===== src/rtl/coh_pkg.sv =====
package coh_pkg;
  typedef enum logic [2:0] {
    LS_INV = 3'd0,
    LS_UC  = 3'd1,
    LS_SC  = 3'd2,
    LS_UD  = 3'd3,
    LS_SD  = 3'd4
  } lstate_e;

  typedef enum logic [1:0] {
    OP_RD   = 2'd0,
    OP_MU   = 2'd1,
    OP_ST   = 2'd2,
    OP_NONE = 2'd3
  } op_e;

  typedef enum logic [1:0] {
    EG_IDLE = 2'd0,
    EG_SNP  = 2'd1,
    EG_MEM  = 2'd2
  } eng_e;

  function automatic logic ls_valid(lstate_e s);
    return s != LS_INV;
  endfunction

  function automatic logic ls_uniq(lstate_e s);
    return (s == LS_UC) || (s == LS_UD);
  endfunction

  function automatic logic ls_dirty(lstate_e s);
    return (s == LS_UD) || (s == LS_SD);
  endfunction

  function automatic lstate_e ls_share(lstate_e s);
    lstate_e r;
    case (s)
      LS_UC:   r = LS_SC;
      LS_UD:   r = LS_SD;
      default: r = s;
    endcase
    return r;
  endfunction
endpackage


===== src/rtl/coh_arb.sv =====
module coh_arb #(
  parameter int N = 2
) (
  input  logic         en_i,
  input  logic [N-1:0] req_i,
  output logic [N-1:0] gnt_o
);
  // lowest index wins
  always_comb begin
    logic found;
    found = 1'b0;
    gnt_o = '0;
    for (int i = 0; i < N; i++) begin
      if (en_i && req_i[i] && !found) begin
        gnt_o[i] = 1'b1;
        found    = 1'b1;
      end
    end
  end
endmodule


===== src/rtl/coh_dir.sv =====
module coh_dir
  import coh_pkg::*;
#(
  parameter int AW = 3,
  parameter int NC = 2
) (
  input  logic                            clk_i,
  input  logic                            rst_ni,
  input  logic    [NC-1:0]                upd_i,
  input  logic    [AW-1:0]                upd_addr_i,
  input  lstate_e [NC-1:0]                upd_st_i,
  input  logic    [AW-1:0]                rd_addr_i,
  output lstate_e [NC-1:0]                rd_st_o,
  output lstate_e [NC-1:0][(1<<AW)-1:0]   tab_o
);
  localparam int LINES = 1 << AW;

  lstate_e [NC-1:0][LINES-1:0] tab_q;

  always_ff @(posedge clk_i or negedge rst_ni) begin
    if (!rst_ni) begin
      for (int c = 0; c < NC; c++)
        for (int l = 0; l < LINES; l++)
          tab_q[c][l] <= LS_INV;
    end else begin
      for (int c = 0; c < NC; c++)
        if (upd_i[c]) tab_q[c][upd_addr_i] <= upd_st_i[c];
    end
  end

  always_comb begin
    for (int c = 0; c < NC; c++) rd_st_o[c] = tab_q[c][rd_addr_i];
  end

  assign tab_o = tab_q;

  for (genvar l = 0; l < LINES; l++) begin : g_line
    for (genvar c = 0; c < NC; c++) begin : g_cl
      logic peer_valid;
      always_comb begin
        peer_valid = 1'b0;
        for (int d = 0; d < NC; d++)
          if (d != c && tab_q[d][l] != LS_INV) peer_valid = 1'b1;
      end
      a_r11_unique_alone: assert property (@(posedge clk_i) disable iff (!rst_ni)
        ls_uniq(tab_q[c][l]) |-> !peer_valid);
    end
  end
endmodule


===== src/rtl/coh_eng.sv =====
module coh_eng
  import coh_pkg::*;
#(
  parameter int AW = 3,
  parameter int DW = 32
) (
  input  logic                   clk_i,
  input  logic                   rst_ni,
  input  logic [1:0]             gnt_i,
  output logic                   idle_o,
  input  logic [1:0][1:0]        req_op_i,
  input  logic [1:0][AW-1:0]     req_addr_i,
  output logic [AW-1:0]          dir_addr_o,
  input  lstate_e [1:0]          dir_st_i,
  output logic [1:0]             upd_o,
  output lstate_e [1:0]          upd_st_o,
  output logic [1:0]             rsp_valid_o,
  output logic                   rsp_ok_o,
  output lstate_e                rsp_st_o,
  output logic [DW-1:0]          rsp_data_o,
  output logic [1:0]             snp_valid_o,
  output logic                   snp_inv_o,
  output logic [AW-1:0]          snp_addr_o,
  input  logic [1:0]             snp_rsp_valid_i,
  input  logic [1:0]             snp_rsp_hit_i,
  input  logic [1:0][DW-1:0]     snp_rsp_data_i,
  output logic                   mem_req_o,
  output logic [AW-1:0]          mem_addr_o,
  input  logic                   mem_rsp_valid_i,
  input  logic [DW-1:0]          mem_rsp_data_i
);
  eng_e          st_q, st_d;
  logic          src_q, src_d;
  logic [AW-1:0] addr_q, addr_d;
  logic          inv_q, inv_d;
  logic          cur, peer;
  lstate_e       own, oth, merged;
  op_e           op_in;
  logic          rsp_fire, ok_d, snp_fire, mem_fire;
  lstate_e       rst_d;
  logic [DW-1:0] data_d;

  logic [1:0]    rsp_valid_q, snp_valid_q;
  logic          rsp_ok_q, snp_inv_q, mem_req_q;
  lstate_e       rsp_st_q;
  logic [DW-1:0] rsp_data_q;

  assign idle_o     = (st_q == EG_IDLE);
  assign cur        = idle_o ? gnt_i[1] : src_q;
  assign peer       = ~cur;
  assign dir_addr_o = idle_o ? req_addr_i[gnt_i[1]] : addr_q;
  assign own        = dir_st_i[cur];
  assign oth        = dir_st_i[peer];
  assign op_in      = op_e'(req_op_i[cur]);
  assign merged     = (ls_dirty(own) || ls_dirty(oth)) ? LS_UD : LS_UC;

  always_comb begin
    st_d     = st_q;
    src_d    = src_q;
    addr_d   = addr_q;
    inv_d    = inv_q;
    upd_o    = '0;
    upd_st_o = dir_st_i;
    rsp_fire = 1'b0;
    ok_d     = 1'b0;
    rst_d    = own;
    data_d   = '0;
    snp_fire = 1'b0;
    mem_fire = 1'b0;
    case (st_q)
      EG_IDLE: begin
        if (|gnt_i) begin
          src_d  = cur;
          addr_d = dir_addr_o;
          case (op_in)
            OP_RD: begin
              if (ls_valid(own)) begin
                rsp_fire = 1'b1;
                ok_d     = 1'b1;
              end else begin
                st_d     = EG_SNP;
                inv_d    = 1'b0;
                snp_fire = 1'b1;
              end
            end
            OP_MU: begin
              if (ls_uniq(own)) begin
                rsp_fire = 1'b1;
                ok_d     = 1'b1;
              end else if (ls_valid(own)) begin
                st_d     = EG_SNP;
                inv_d    = 1'b1;
                snp_fire = 1'b1;
              end else begin
                rsp_fire = 1'b1;
              end
            end
            OP_ST: begin
              rsp_fire = 1'b1;
              if (ls_uniq(own)) begin
                ok_d           = 1'b1;
                rst_d          = LS_UD;
                upd_o[cur]     = 1'b1;
                upd_st_o[cur]  = LS_UD;
              end
            end
            default: rsp_fire = 1'b1;
          endcase
        end
      end
      EG_SNP: begin
        if (snp_rsp_valid_i[peer]) begin
          if (inv_q) begin
            // acknowledge of invalidate: requester takes ownership
            upd_o          = 2'b11;
            upd_st_o[cur]  = merged;
            upd_st_o[peer] = LS_INV;
            rsp_fire       = 1'b1;
            ok_d           = 1'b1;
            rst_d          = merged;
            st_d           = EG_IDLE;
          end else if (snp_rsp_hit_i[peer]) begin
            upd_o          = 2'b11;
            upd_st_o[cur]  = LS_SC;
            upd_st_o[peer] = ls_share(oth);
            rsp_fire       = 1'b1;
            ok_d           = 1'b1;
            rst_d          = LS_SC;
            data_d         = snp_rsp_data_i[peer];
            st_d           = EG_IDLE;
          end else begin
            mem_fire = 1'b1;
            st_d     = EG_MEM;
          end
        end
      end
      EG_MEM: begin
        if (mem_rsp_valid_i) begin
          upd_o[cur]    = 1'b1;
          upd_st_o[cur] = LS_UC;
          rsp_fire      = 1'b1;
          ok_d          = 1'b1;
          rst_d         = LS_UC;
          data_d        = mem_rsp_data_i;
          st_d          = EG_IDLE;
        end
      end
      default: st_d = EG_IDLE;
    endcase
  end

  always_ff @(posedge clk_i or negedge rst_ni) begin
    if (!rst_ni) begin
      st_q        <= EG_IDLE;
      src_q       <= 1'b0;
      addr_q      <= '0;
      inv_q       <= 1'b0;
      rsp_valid_q <= '0;
      rsp_ok_q    <= 1'b0;
      rsp_st_q    <= LS_INV;
      rsp_data_q  <= '0;
      snp_valid_q <= '0;
      snp_inv_q   <= 1'b0;
      mem_req_q   <= 1'b0;
    end else begin
      st_q        <= st_d;
      src_q       <= src_d;
      addr_q      <= addr_d;
      inv_q       <= inv_d;
      rsp_valid_q <= '0;
      snp_valid_q <= '0;
      mem_req_q   <= mem_fire;
      if (rsp_fire) begin
        rsp_valid_q[cur] <= 1'b1;
        rsp_ok_q         <= ok_d;
        rsp_st_q         <= rst_d;
        rsp_data_q       <= data_d;
      end
      if (snp_fire) begin
        snp_valid_q[peer] <= 1'b1;
        snp_inv_q         <= inv_d;
      end
    end
  end

  assign rsp_valid_o = rsp_valid_q;
  assign rsp_ok_o    = rsp_ok_q;
  assign rsp_st_o    = rsp_st_q;
  assign rsp_data_o  = rsp_data_q;
  assign snp_valid_o = snp_valid_q;
  assign snp_inv_o   = snp_inv_q;
  assign snp_addr_o  = addr_q;
  assign mem_req_o   = mem_req_q;
  assign mem_addr_o  = addr_q;

  a_r2_one_snoop: assert property (@(posedge clk_i) disable iff (!rst_ni)
    $onehot0(snp_valid_o));

  a_r3_mem_after_miss: assert property (@(posedge clk_i) disable iff (!rst_ni)
    mem_req_o |-> $past(|(snp_rsp_valid_i & ~snp_rsp_hit_i)));

  a_r4_hit_grants_shared: assert property (@(posedge clk_i) disable iff (!rst_ni)
    (st_q == EG_SNP && !inv_q && snp_rsp_valid_i[~src_q] && snp_rsp_hit_i[~src_q])
      |=> (rsp_valid_o[src_q] && rsp_st_o == LS_SC));
endmodule


===== src/rtl/coh_ctrl.sv =====
module coh_ctrl
  import coh_pkg::*;
#(
  parameter int AW = 3,
  parameter int DW = 32
) (
  input  logic                          clk_i,
  input  logic                          rst_ni,
  input  logic [1:0]                    req_valid_i,
  input  logic [1:0][1:0]               req_op_i,
  input  logic [1:0][AW-1:0]            req_addr_i,
  output logic [1:0]                    req_ready_o,
  output logic [1:0]                    rsp_valid_o,
  output logic                          rsp_ok_o,
  output logic [2:0]                    rsp_state_o,
  output logic [DW-1:0]                 rsp_data_o,
  output logic [1:0]                    snp_valid_o,
  output logic                          snp_inv_o,
  output logic [AW-1:0]                 snp_addr_o,
  input  logic [1:0]                    snp_rsp_valid_i,
  input  logic [1:0]                    snp_rsp_hit_i,
  input  logic [1:0][DW-1:0]            snp_rsp_data_i,
  output logic                          mem_req_o,
  output logic [AW-1:0]                 mem_addr_o,
  input  logic                          mem_rsp_valid_i,
  input  logic [DW-1:0]                 mem_rsp_data_i,
  output logic [1:0][(1<<AW)-1:0][2:0]  dbg_state_o
);
  localparam int NC    = 2;
  localparam int LINES = 1 << AW;

  logic                        idle;
  logic [NC-1:0]               gnt;
  logic [AW-1:0]               dir_addr;
  lstate_e [NC-1:0]            dir_st;
  logic [NC-1:0]               upd;
  lstate_e [NC-1:0]            upd_st;
  lstate_e                     rsp_st;
  lstate_e [NC-1:0][LINES-1:0] tab;

  coh_arb #(.N(NC)) u_arb (
    .en_i  (idle),
    .req_i (req_valid_i),
    .gnt_o (gnt)
  );

  coh_dir #(.AW(AW), .NC(NC)) u_dir (
    .clk_i      (clk_i),
    .rst_ni     (rst_ni),
    .upd_i      (upd),
    .upd_addr_i (dir_addr),
    .upd_st_i   (upd_st),
    .rd_addr_i  (dir_addr),
    .rd_st_o    (dir_st),
    .tab_o      (tab)
  );

  coh_eng #(.AW(AW), .DW(DW)) u_eng (
    .clk_i           (clk_i),
    .rst_ni          (rst_ni),
    .gnt_i           (gnt),
    .idle_o          (idle),
    .req_op_i        (req_op_i),
    .req_addr_i      (req_addr_i),
    .dir_addr_o      (dir_addr),
    .dir_st_i        (dir_st),
    .upd_o           (upd),
    .upd_st_o        (upd_st),
    .rsp_valid_o     (rsp_valid_o),
    .rsp_ok_o        (rsp_ok_o),
    .rsp_st_o        (rsp_st),
    .rsp_data_o      (rsp_data_o),
    .snp_valid_o     (snp_valid_o),
    .snp_inv_o       (snp_inv_o),
    .snp_addr_o      (snp_addr_o),
    .snp_rsp_valid_i (snp_rsp_valid_i),
    .snp_rsp_hit_i   (snp_rsp_hit_i),
    .snp_rsp_data_i  (snp_rsp_data_i),
    .mem_req_o       (mem_req_o),
    .mem_addr_o      (mem_addr_o),
    .mem_rsp_valid_i (mem_rsp_valid_i),
    .mem_rsp_data_i  (mem_rsp_data_i)
  );

  assign req_ready_o = gnt;
  assign rsp_state_o = rsp_st;
  assign dbg_state_o = tab;

  a_r9_single_accept: assert property (@(posedge clk_i) disable iff (!rst_ni)
    $onehot0(req_ready_o));

  a_r9_ready_needs_valid: assert property (@(posedge clk_i) disable iff (!rst_ni)
    (req_ready_o & ~req_valid_i) == '0);

  // snp_addr_o holds the address of the transaction being answered
  for (genvar c = 0; c < NC; c++) begin : g_excl
    a_r5_grant_exclusive: assert property (@(posedge clk_i) disable iff (!rst_ni)
      (rsp_valid_o[c] && rsp_ok_o && (rsp_st == LS_UC || rsp_st == LS_UD))
        |-> (tab[1-c][snp_addr_o] == LS_INV));
  end
endmodule


===== config.mk =====
export PLATFORM = sky130hd
export DESIGN_NAME = coh_ctrl
export DESIGN_NICKNAME = d
export VERILOG_FILES = /design/src/rtl/coh_pkg.sv /design/src/rtl/coh_arb.sv /design/src/rtl/coh_dir.sv /design/src/rtl/coh_eng.sv /design/src/rtl/coh_ctrl.sv
export SDC_FILE = /design/constraint.sdc
export NUM_CORES = 1
export LEC_CHECK = 0
export BUFFER_PORTS_ARGS = -buffer_cell sky130_fd_sc_hd__buf_2
export CELL_PAD_IN_SITES_DETAIL_PLACEMENT = 1
export CELL_PAD_IN_SITES_GLOBAL_PLACEMENT = 1
export CORE_MARGIN = 3
export CORE_UTILIZATION = 40
export DETAILED_ROUTE_END_ITERATION = 6
export PLACE_DENSITY = 0.95
export SYNTH_ARGS = -nofsm -noshare
export SYNTH_HDL_FRONTEND = slang
export SYNTH_SLANG_ARGS = --single-unit
export TNS_END_PERCENT = 10

===== constraint.sdc =====
create_clock -name clk_i -period 7.15 [get_ports clk_i]
set_input_delay 0.3575 -clock clk_i [delete_from_list [all_inputs] [get_ports clk_i]]
set_output_delay 0.3575 -clock clk_i [all_outputs]
set_load 0.05 [all_outputs]

==> impl_metrics.yaml <==
worst_setup_path:
  critPathSlowestCell: "o41ai_4"
  startpoint_type: "flop"
  path_cells: "inv_1 -> ha_1 -> nor2b_1 -> a211oi_4 -> a21oi_1 -> a221oi_1 -> nor2_1 -> a21oi_4 -> o2bb2ai_1 -> o41ai_4 -> buf_4 -> nand3_1 -> o21ai_1"
  crit_path_max_fanout: 26
  cp.required_ns: 7.43
  crit_path_end_kind: "flop"
  critical_path_class: "reg2reg"
  max_stage_delay_ns: 1.03
  crit_arrival_ns: 5.75
synthesis:
  syn_nets: 825
  synth_edf_count: 0
  ys_ff_latch: 97
  synth-async-reset-ratio_pct: 100
  synth_warnings: 0
  yosysSeqAreaShare_pct: 38.7
  synth.cell_area_um2: 6270
  synthCells: 701
  synthDistinctLibCells: 78
  synthFlopType: "dfrtp_1"
  syn_area_per_cell_um2: 8.94
timing:
  hold_ws_ns: 0.354
  max_freq_ghz: 0.183
  clock_skew_ns: 0.00622
  rsz0062_at_grt: "false"
  slew_headroom_pct: 9.99
  worst_pin_slew_ns: 1.34
  hold_viol: 0
  min_period_ns: 5.47
  setup_tns_ns: 0
  finalSetupViolCount: 0
  drv_slew: 0
  fin_crit_sh_pct: 76.5
clocking:
  cts_resized: 0
  cts_tree: "built"
  clock-sinks: 97
  cts_made_buffers: 9
  cts_root_buf: "clkbuf_16"
  clk-insertion-delay-late_ns: 0.36
  cts.path.max_buffers: 2
  cts_max_level: 3
  clkTransAtPathRegs_ns: 0.07
layout:
  drive_above_1_share_pct: 32.6
  num-fill-cells: 1864
  antennaDiodeCount: 0
  nets: 1011
  stdcell_area_um2: 7740
  syn2layout_area_growth_pct: 23.5
power_and_ir_drop:
  p_per_area_nw_per_um2: 580
  ir_worst_vdd_v: 0.000272
  total_power_w: 0.00449
  p_leak_nw: 3.69
global_routing:
  overflow: 0
  grt_pass1_wl_mm: 35.7
  grt_max_degree: 57
  antenna_found_initial: 0
  grt_pass1_vias: 6628
  gr-usage-all-layers_pct: 25.7
floorplan:
  rows: 45
  die_width_um: 131
  die-area_um2: 17200
  ioPinCount: 213
  coreArea_um2: 15300
  die_h_um: 131
  initial_utilization_pct: 41.1
routing:
  via_count: 6273
  wl_per_cell_um: 20.2
  first_pass_iters: 5
  drc: 0
  vias_per_cell: 5.69
  finalWirelength_mm: 22.3
  ant_nets: 0
  drtIter0Drc: 471
worst_hold_path:
  hp-class: "in2reg"
place:
  dp_hpwl_mm: 17.0
  gp_congestion: 0.912
  numPortBuffers: 212
  placed_area_um2: 7400
status:
  outcome: "finished, final reports clean"
flow_run:
  maxCapViolCount: 0
critical path, delay by kind of cell, from the launching register on:
| family | cells | cell delay (ns) |
|---|---|---|
| AOI/OAI and AO/OA | 7 | 3.11 |
| adders and majority gates | 1 | 0.69 |
| and+or+nand+nor | 3 | 0.61 |
| DFF | 1 | 0.41 |
| buffers and inverters | 2 | 0.55 |
metrics by stage:
step | util (%) | std cells | setup slack (ns)
global route | 50.7 | 1103 | 1.25
detailed placement | 48.5 | 1086 | 1.89
finish | 50.7 | 1103 | 1.68
CTS | 50.7 | 1103 | 1.79
floorplan | - | 701 | 3.07
global placement | 48.5 | 1086 | 2.15
cell usage in the layout (no fill, tap or decap), types with 4 or more instances in the layout:
| master | n |
|---|---|
| nand3_1 | 55 |
| nor2_1 | 40 |
| a31oi_1 | 6 |
| ha_1 | 9 |
| o22a_1 | 5 |
| a211o_1 | 4 |
| and2_1 | 4 |
| buf_2 | 211 |
| mux2_2 | 25 |
| buf_4 | 8 |
| clkbuf_16 | 9 |
| o21ai_1 | 39 |
| o211ai_1 | 4 |
| o21ai_0 | 45 |
| a211oi_1 | 7 |
| o32a_1 | 4 |
| nand2_1 | 89 |
| nor3_1 | 4 |
| dfrtp_1 | 97 |
| nor2b_1 | 8 |
| inv_1 | 46 |
| mux2i_1 | 47 |
| a21oi_1 | 27 |
| a221oi_2 | 4 |
| mux2_1 | 9 |
path summary, 6_finish.rpt:
| check | slack, ns | from | end | depth (start not counted) |
|---|---|---|---|---|
| min in group asynchronous | 0.53 | rst_ni | u_dir.tab_o[18]$_DFFE_PN0P_ | 2 |
| setup / recovery | 1.68 | u_eng.st_q[0]$_DFFE_PN0P_ | u_eng.rsp_data_o[11]$_DFFE_PN0P_ | 13 |
| hold / removal | 0.35 | mem_rsp_data_i[25] | u_eng.rsp_data_o[25]$_DFFE_PN0P_ | 5 |
| hold reg to reg | 0.49 | u_eng.src_q$_DFFE_PN0P_ | u_eng.src_q$_DFFE_PN0P_ | 2 |
| setup reg to reg | 1.68 | u_eng.st_q[0]$_DFFE_PN0P_ | u_eng.rsp_data_o[11]$_DFFE_PN0P_ | 13 |
| max in group asynchronous | 5.48 | rst_ni | u_eng.rsp_data_o[28]$_DFFE_PN0P_ | 3 |
sequential cells by signal, indices dropped and copies added (netlist names):
name / count
u_dir.tab_o: 48
u_eng.rsp_data_o: 32
u_eng.mem_addr_o: 3
u_eng.rsp_st_o: 3
u_eng.rsp_valid_o: 2
u_eng.snp_valid_o: 2
u_eng.st_q: 2
u_eng.inv_q: 1
u_eng.mem_req_o: 1
u_eng.rsp_ok_o: 1
u_eng.snp_inv_o: 1
u_eng.src_q: 1
area by class of cell:
type	count	area [um2]	share of cell area, %
clock inverters	5	77.6	1.00
well taps	211	264	3.41
flip-flops and latches	97	2430	31.4
inverters	46	173	2.23
clock buffers	11	253	3.26
multi-input cells	513	3420	44.2
repair buffers	220	1130	14.5
per-layer routing:
| layer | track usage, % | part of all wire [%] | vias up |
|---|---|---|---|
| li1 | - | - | 2876 |
| met1 | 30.7 | 40 | 3066 |
| met2 | 45.8 | 50 | 299 |
| met3 | 5.47 | 7.9 | 32 |
| met4 | 8.81 | 2.2 | 0 |
| met5 | 0 | 0 | - |
where the power goes:
group / internal (W) / total, W / switching, W
clock network: 0.000324 / 0.000539 / 0.000214
logic: 0.000874 / 0.00306 / 0.00219
registers: 0.000723 / 0.000889 / 0.000166
synth_stat cells (3+ instances only):
master	n	area share, %
and3_1	3	0.30
o32a_1	4	0.64
nand2_1	89	5.3
nor2b_1	8	0.80
and2_1	4	0.40
mux2_1	9	1.6
a31oi_1	6	0.60
or2_2	3	0.30
inv_1	46	2.8
mux2_2	25	4.5
o21ai_0	45	3.6
dfrtp_1	97	39
nand2b_1	3	0.30
nand3_1	55	4.4
a211oi_1	7	0.84
o2111ai_1	3	0.42
buf_6	7	1.3
clkbuf_1	19	1.1
o211ai_1	4	0.48
o221ai_1	3	0.42
nor3_1	4	0.32
o21a_1	3	0.36
nor2_1	40	2.4
o22a_1	5	0.70
a21oi_1	28	2.2
a211o_1	4	0.56
buf_4	8	0.96
buf_2	9	0.72
o21ai_1	39	3.1
ha_1	9	1.8
a221oi_2	4	0.96
mux2i_1	47	7.5
timing repair:
item,CTS,global route
hold buffers,1,0
setup buffers,0,0
endpoints found under the hold margin,3,0
cell families (layout without fill, tap and decap cells):
group	after synthesis	count (layout)	synth area share (%)
buf+inv	91	282	6.95
mux	82	82	14.0
compound gates	190	190	20.9
simple gates	231	231	17.5
fa+ha+maj	9	9	1.80
flops	97	97	38.7
xor+xnor	1	1	0.140
(Power assumes the default switching activity.)
